==> config.mk <==
export PLATFORM = sky130hd
export DESIGN_NAME = i2c_timing_monitor
export DESIGN_NICKNAME = d
export VERILOG_FILES = /design/src/rtl/i2c_timing_monitor.sv
export SDC_FILE = /design/constraint.sdc
export NUM_CORES = 1
export LEC_CHECK = 0
export ABC_AREA = 1
export BUFFER_PORTS_ARGS = -buffer_cell sky130_fd_sc_hd__buf_2
export CAP_MARGIN = 10
export CORE_ASPECT_RATIO = 0.6
export CORE_MARGIN = 10
export CORE_UTILIZATION = 62
export DETAILED_ROUTE_END_ITERATION = 6
export GPL_ROUTABILITY_DRIVEN = 0
export PLACE_DENSITY = 0.89
export RECOVER_POWER = 25
export REMOVE_ABC_BUFFERS = 1
export SLEW_MARGIN = 20
export SYNTH_ARGS = -nofsm -noshare
export SYNTH_HDL_FRONTEND = slang
export SYNTH_SLANG_ARGS = --single-unit
==> constraint.sdc <==
create_clock -name clk -period 2.05 [get_ports clk]
set_input_delay 0.205 -clock clk [delete_from_list [all_inputs] [get_ports clk]]
set_output_delay 0.205 -clock clk [all_outputs]
set_load 0.02 [all_outputs]
==> src/rtl/i2c_timing_monitor.sv <==
module i2c_timing_monitor #(
  parameter longint CLK_HZ = 100_000_000
) (
  input  logic       clk,
  input  logic       rst,
  input  logic       fast_mode,
  input  logic       scl_in,
  input  logic       sda_in,
  output logic       viol_valid,
  output logic [2:0] viol_code
);

  function automatic longint ns2cyc(input longint ns);
    return (ns * CLK_HZ + longint'(999_999_999)) / longint'(1_000_000_000);
  endfunction

  localparam longint LIM_MAX = ns2cyc(10_000);
  localparam int     CW      = $clog2(LIM_MAX + 1) + 1;
  localparam logic [CW-1:0] SAT = '1;

  localparam logic [CW-1:0] S_LOW  = CW'(ns2cyc(4700));
  localparam logic [CW-1:0] F_LOW  = CW'(ns2cyc(1300));
  localparam logic [CW-1:0] S_HIGH = CW'(ns2cyc(4000));
  localparam logic [CW-1:0] F_HIGH = CW'(ns2cyc(600));
  localparam logic [CW-1:0] S_PER  = CW'(ns2cyc(10_000));
  localparam logic [CW-1:0] F_PER  = CW'(ns2cyc(2500));
  localparam logic [CW-1:0] S_HOLD = CW'(ns2cyc(4000));
  localparam logic [CW-1:0] F_HOLD = CW'(ns2cyc(600));
  localparam logic [CW-1:0] S_RSU  = CW'(ns2cyc(4700));
  localparam logic [CW-1:0] F_RSU  = CW'(ns2cyc(600));
  localparam logic [CW-1:0] S_PSU  = CW'(ns2cyc(4000));
  localparam logic [CW-1:0] F_PSU  = CW'(ns2cyc(600));
  localparam logic [CW-1:0] S_FREE = CW'(ns2cyc(4700));
  localparam logic [CW-1:0] F_FREE = CW'(ns2cyc(1300));
  localparam logic [CW-1:0] S_SU   = CW'(ns2cyc(250));
  localparam logic [CW-1:0] F_SU   = CW'(ns2cyc(100));

  localparam logic [2:0] C_SETUP  = 3'd0;
  localparam logic [2:0] C_LOW    = 3'd1;
  localparam logic [2:0] C_HIGH   = 3'd2;
  localparam logic [2:0] C_PER    = 3'd3;
  localparam logic [2:0] C_HOLD   = 3'd4;
  localparam logic [2:0] C_RSU    = 3'd5;
  localparam logic [2:0] C_PSU    = 3'd6;
  localparam logic [2:0] C_FREE   = 3'd7;

  // two-flop synchronizers plus one stage of history for edge detection
  logic [1:0] scl_sy, sda_sy;
  logic       scl_p, sda_p;
  logic       scl_s, sda_s;

  always_ff @(posedge clk) begin
    if (rst) begin
      scl_sy <= 2'b11;
      sda_sy <= 2'b11;
      scl_p  <= 1'b1;
      sda_p  <= 1'b1;
    end else begin
      scl_sy <= {scl_sy[0], scl_in};
      sda_sy <= {sda_sy[0], sda_in};
      scl_p  <= scl_sy[1];
      sda_p  <= sda_sy[1];
    end
  end

  assign scl_s = scl_sy[1];
  assign sda_s = sda_sy[1];

  logic scl_r, scl_f, sda_e, start_ev, stop_ev;
  assign scl_r    =  scl_s & ~scl_p;
  assign scl_f    = ~scl_s &  scl_p;
  assign sda_e    =  sda_s ^  sda_p;
  assign start_ev = ~sda_s &  sda_p & scl_s & scl_p;
  assign stop_ev  =  sda_s & ~sda_p & scl_s & scl_p;

  logic [CW-1:0] lim_low, lim_high, lim_per, lim_hold, lim_rsu, lim_psu, lim_free, lim_su;
  assign lim_low  = fast_mode ? F_LOW  : S_LOW;
  assign lim_high = fast_mode ? F_HIGH : S_HIGH;
  assign lim_per  = fast_mode ? F_PER  : S_PER;
  assign lim_hold = fast_mode ? F_HOLD : S_HOLD;
  assign lim_rsu  = fast_mode ? F_RSU  : S_RSU;
  assign lim_psu  = fast_mode ? F_PSU  : S_PSU;
  assign lim_free = fast_mode ? F_FREE : S_FREE;
  assign lim_su   = fast_mode ? F_SU   : S_SU;

  // elapsed cycles since the last clock fall, clock rise and data edge
  logic [CW-1:0] t_fall, t_rise, t_sda;
  logic          busy, after_start, seen_stop, sda_low_chg;

  always_ff @(posedge clk) begin
    if (rst) begin
      t_fall      <= SAT;
      t_rise      <= SAT;
      t_sda       <= SAT;
      busy        <= 1'b0;
      after_start <= 1'b0;
      seen_stop   <= 1'b0;
      sda_low_chg <= 1'b0;
    end else begin
      t_fall <= scl_f ? CW'(1) : (t_fall == SAT ? SAT : t_fall + 1'b1);
      t_rise <= scl_r ? CW'(1) : (t_rise == SAT ? SAT : t_rise + 1'b1);
      t_sda  <= sda_e ? CW'(1) : (t_sda  == SAT ? SAT : t_sda  + 1'b1);
      if (start_ev)     busy <= 1'b1;
      else if (stop_ev) busy <= 1'b0;
      if (start_ev)     after_start <= 1'b1;
      else if (scl_f)   after_start <= 1'b0;
      if (stop_ev)      seen_stop <= 1'b1;
      if (scl_r || start_ev)   sda_low_chg <= 1'b0;
      else if (sda_e && !scl_s) sda_low_chg <= 1'b1;
    end
  end

  always_comb begin
    viol_valid = 1'b0;
    viol_code  = C_SETUP;
    if (start_ev) begin
      if (busy) begin
        if (t_rise < lim_rsu) begin viol_valid = 1'b1; viol_code = C_RSU; end
      end else if (seen_stop && t_sda < lim_free) begin
        viol_valid = 1'b1; viol_code = C_FREE;
      end
    end else if (stop_ev && busy) begin
      if (t_rise < lim_psu) begin viol_valid = 1'b1; viol_code = C_PSU; end
    end else if (scl_f && busy) begin
      if (after_start && t_sda < lim_hold) begin viol_valid = 1'b1; viol_code = C_HOLD; end
      else if (t_rise < lim_high)          begin viol_valid = 1'b1; viol_code = C_HIGH; end
    end else if (scl_r && busy) begin
      if (t_fall < lim_low)                          begin viol_valid = 1'b1; viol_code = C_LOW; end
      else if (t_rise < lim_per)                     begin viol_valid = 1'b1; viol_code = C_PER; end
      else if (sda_e || (sda_low_chg && t_sda < lim_su)) begin viol_valid = 1'b1; viol_code = C_SETUP; end
    end
  end

endmodule

==> Yosys cells after proc, flatten, opt, wreduce, memory -nomap -nowiden <==
Cells that the tools add are included.
Widths: inputs -> output; s select.
{ "word_totals": {"reg_bits": 43, "in_bits": 5, "output_inout_bits": 4, "wordCells": 95} }
{ "op_classes": {"n_addsub": 3, "n_lt_le_gt_ge": 7, "n_eq_ne": 3, "n_mux": 39, "bitwise": 13, "n_reduce_logical": 16} }
{ "op_table": {"columns": ["cell", "n"], "rows": [
  ["$mux 11", 6],
  ["$lt 11x9->1", 5],
  ["$add 11x1->11 const B", 3],
  ["$eq 11x11->1 const B", 3],
  ["$mux 9", 3],
  ["$mux 3", 8],
  ["$mux 1", 16],
  ["$lt 11x10->1", 1],
  ["$lt 11x5->1", 1],
  ["$mux 10", 1],
  ["$reduce_or 3->1", 3],
  ["$and 1x1->1", 8],
  ["$mux 2", 4],
  ["$logic_and 1x1->1", 7],
  ["$mux 5", 1],
  ["$not 1->1", 4],
  ["$reduce_bool 2->1", 2],
  ["$logic_or 1x1->1", 2],
  ["$reduce_or 2->1", 1],
  ["$logic_not 1->1", 1],
  ["$xor 1x1->1", 1]
]} }

==> Longest topological paths before layout <==
{ "depth": {"depth_word": 11, "depth_mapped": 12, "ltp_nobuf": 12} }

==> Worst setup path after synthesis <==
No wires, ideal clock.
{ "synth_path": {"path_type": "reg-to-output", "startpoint": "register t_rise[8]", "endpoint": "output port viol_code[1]", "t_arrival_ns": 1.447, "required_ns": 1.845, "path_slack_ns": 0.398, "stages_incl_launch_ff": 10, "path_buffers": 0, "path_cell_list": "dfxtp_1 > ha_1 > nand2_1 > nor2_2 > nand3_1 > nand3_1 > nor2_1 > nor2_1 > nand3_1 > and2_1"} }
{ "synth_between": {"elab_chain_len": 7, "word_cells_on_any_way": 11, "classes_between": "2 x order compare; 9 x mux"} }
{ "synth_rtl": {"columns": ["item", "line", "rtl"], "rows": [
  ["from (decl)", "87", "logic [CW-1:0] t_fall, t_rise, t_sda;"],
  ["from (signal assigned)", "101", "t_rise <= scl_r ? CW'(1) : (t_rise == SAT ? SAT : t_rise + 1'b1);"],
  ["$lt 11x10->1", "129", "else if (t_rise < lim_per) begin viol_valid = 1'b1; viol_code = C_PER; end"],
  ["$mux 2", "129", null],
  ["$mux 2", "128", "if (t_fall < lim_low) begin viol_valid = 1'b1; viol_code = C_LOW; end"],
  ["$mux 2", "127", "end else if (scl_r && busy) begin"],
  ["$mux 3", "124", "end else if (scl_f && busy) begin"],
  ["$mux 3 (*)", "122", "end else if (stop_ev && busy) begin"],
  ["$mux 3 (*)", "116", "if (start_ev) begin"],
  ["to (decl)", "10", "output logic [2:0] viol_code"]
]} }
Mark *: on every way between the ends. The rest lies on a longest branch, timed or not.

==> Worst setup path in the final report <==
{ "layout_path": {"startpoint": "register t_sda[2]", "endpoint": "output port viol_code[0]"} }
{ "layout_between": {"elab_chain_len": 6, "word_cells_on_any_way": 10, "classes_between": "2 x order compare; 6 x mux; 2 x reduce/logical"} }
{ "layout_rtl": {"columns": ["item", "line", "rtl"], "rows": [
  ["from (decl)", "87", null],
  ["from (signal assigned)", "102", "t_sda <= sda_e ? CW'(1) : (t_sda == SAT ? SAT : t_sda + 1'b1);"],
  ["$lt 11x9->1", "125", "if (after_start && t_sda < lim_hold) begin viol_valid = 1'b1; viol_code = C_HOLD; end"],
  ["$logic_and 1x1->1", "125", null],
  ["$mux 3", "125", null],
  ["$mux 3", "124", null],
  ["$mux 3", "122", null],
  ["$mux 3 (*)", "116", null]
]} }
Marked as above.

==> results.md <==
* Most numerous cell in the Yosys netlist: nand2_1
* Metal-1 WL at 3.19 mm
* Flops & latches, synth at 43
* Kind of critical path: flop to output pin
* Gr usage total at 18.8%
* Ys async rst share at 0%
* Synth top cells by count: 152 x nand2_1, 43 x dfxtp_1, 43 x inv_1
* Worst-Skew Late Latency at 0.30 ns
* Met2 wire length at 3.18 mm
* Critical Path RT at around 1.9 ns
* Synth unique cells at 35
* Setup TNS Final at -0.380 ns
* Initial antenna violation count at 0
* Ys flop type: dfxtp_1
* Synthesized area per cell at 6.63 µm²
* RR Startpoint: t_rise[1]
* Failing checks: negative setup slack
* Worst R2R Path Depth at 9
* Total CTS buffers at 5
* CTS tree: done
* RR Endpoint: t_rise[8]
* Final ANT Viol Nets at 0
* Vias in the first global route at ~2.7k
* Sequential fraction of the synthesis area at 30.9%
* Final period utilization at 106%
* Max-Cap Viols at 0
* Ant. Diodes at 0
* Power density over cell area at 1300 nW/µm²
* Synth area leader: dfxtp_1
* Leak Pwr at 0.00172 µW
* Total number of vias at 2772
* Core Area at 4210 µm²
* Synthesized instance count at 420
* Final worst slack at -0.122 ns
* Setup crit start: t_sda[2]
* Total Routed Length at 7.18 mm
* Syn-to-layout area delta at 19.6%
* Synth warn at 0
* Initial DRT Pass Iterations at 5
* DRC Markers at 0
* EDFF count, synth at 0
* Setup crit end: viol_code[0]
* CTS Sinks at 43
* I/O Pins at 9
* Fin. Hold Viols at 0
* Crit Path Max Fanout at 6
* Dpl hpwl at 4.89 mm
* Slowest cell on crit path: dfxtp_1
* Uppermost layer routed: met4
* Final Power at 4320 µW
* Initial Util at about two thirds
* Worst Path Arrival at roughly 2 ns
* Final setup violating endpoints at 4
* Die width at 107 µm
* Min-Delay Path Class: primary input to flop
* CP max stage delay at 0.32 ns
* Total grt overflow at 0
* Crit path time final at between 2 and 2.5 ns
* Routed length on met3 at between 600 and 700 µm
* Die Area at 7660 µm²
* Root Driver: clkbuf_8
* Reg clk slew, reported paths at approximately 0.090 ns
* Nets at 472
* Slew Viols, Final at 0
* CP startpoint kind: flop
* Cell Area, Synth at about 2800 µm²
* Slew at the pin with the worst max-slew slack at between 0.6 and 0.7 ns
* Largest net degree at the start of global routing at 19
* Synth top area share at 30.9%
* Share of cells above drive strength 1 at roughly 20%
* Clock Skew at about 0.0075 ns
* Max Freq at 0.460 GHz
* First-pass GRT wire length at 12.1 mm
* H-tree levels at 2
* CP Cell Sequence: buf_4 > ha_1 > nor2_1 > o21ai_1 > nand2_1 > nand2_1 > nand2_1 > nand2_1 > nand3_1 > nand2_2 > nand2_1 > nand2_2 > nand2_2 > buf_6
* Dominant cells by area after synthesis: dfxtp_1 31%, nand2_1 20%, ha_1 11%
* Worst vdd ir at just over 0.8 mV
* Crit path top cell by count: nand2_1
* RSZ-0062 raised after global routing: yes
* Mean routed wirelength per cell at approximately 14 µm
* Reg2reg setup slack at approximately 0.21 ns
* CP Capture Type: output pin
* Die Height at 71.9 µm
* Iteration-0 DRC Markers at between 200 and 250
* Status: finished with violations
* Layout Utilization at 79.1%
* Vias/cell at between 5 and 6
* Core Rows at 18
* Headroom to the max-slew limit at 56.5%
* CTS max path bufs at 2
* I/O Buffers at 8
==> cell type report <==
class / count / area (µm²)
clock inverters: 3 / 47.5
repair buffers: 22 / 185
inverters: 49 / 184
clock buffers: 5 / 68.8
flip-flops and latches: 43 / 877
multi-input cells: 321 / 1890
well taps: 60 / 75.1
fillers: 296 / 880
==> repair_timing <==
item                                    CTS  global route
endpoints found under the setup margin    4             4
hold buffers                              0             0
resized for setup                        42            18
endpoints found under the hold margin     0             0
pin swaps                                17            12
buffers inserted                          5             0
==> how the worst min path moves through the flow <==
| stage | from | end | slack [ns] | depth (start not counted) |
|---|---|---|---|---|
| after floorplan | rst | busy | 0.27 | 1 |
| after global placement | scl_in | scl_sy[0] | 0.39 | 2 |
| final | scl_in | scl_sy[0] | 0.08 | 2 |
| after CTS | scl_in | scl_sy[0] | 0.07 | 2 |
| after global routing | scl_in | scl_sy[0] | 0.09 | 2 |
| after detailed placement | scl_in | scl_sy[0] | 0.39 | 2 |
==> layer usage <==
metal	up-vias	track usage, %
li1	1388	-
met1	1235	24.4
met2	130	29.7
met3	19	5.38
met4	0	5.83
met5	-	0
==> kinds of logic after synthesis <==
group           share of synthesized area, %
simple gates                            39.0
buf+inv                                 7.59
flops                                   30.9
compound gates                          7.46
fa+ha+maj                               11.2
xor+xnor                                3.77
==> report_power, final <==
part | switching (µW) | internal [µW] | total, µW
Clock | 327 | 370 | 697
Sequential | 303 | 1100 | 1400
Combinational | 1340 | 883 | 2220
==> worst max-delay path, delay by kind of cell (launching register included) <==
| kind | cells | cell delay [ns] |
|---|---|---|
| AND/OR/NAND/NOR | 10 | 0.86 |
| AO/OA/AOI/OAI | 1 | 0.06 |
| adder cells (fa/ha/maj) | 1 | 0.17 |
| flip-flops | 1 | 0.32 |
| buffers and inverters | 2 | 0.27 |
==> layout by cell type, fill, tap and decap left out, types with 7 or more instances in the layout <==
master	n
nand2_1	144
inv_1	42
dfxtp_1	34
nor2_1	33
o21ai_0	20
ha_1	20
nand3_1	18
nand4_1	11
xor2_1	11
buf_4	10
nand2_2	8
nor2_2	7
dfxtp_2	7
==> flip-flops by register name, summed over array words and instances, names as in the netlist <==
register     count
t_rise          11
sda_p            1
scl_p            1
sda_sy           2
t_fall          11
sda_low_chg      1
t_sda           11
after_start      1
busy             1
scl_sy           2
seen_stop        1
==> metrics by stage <==
step	instances	setup slack [ns]	hold WS [ns]	cell area, µm²
floorplan	413	0.398	0.274	2760
detailed placement	490	0.0100	0.390	2950
global placement	490	0.0990	0.390	2950
CTS	503	-0.00955	0.0739	3260
global route	503	-0.222	0.0868	3330
finish	503	-0.122	0.0807	3330
(Power assumes the default switching activity.)
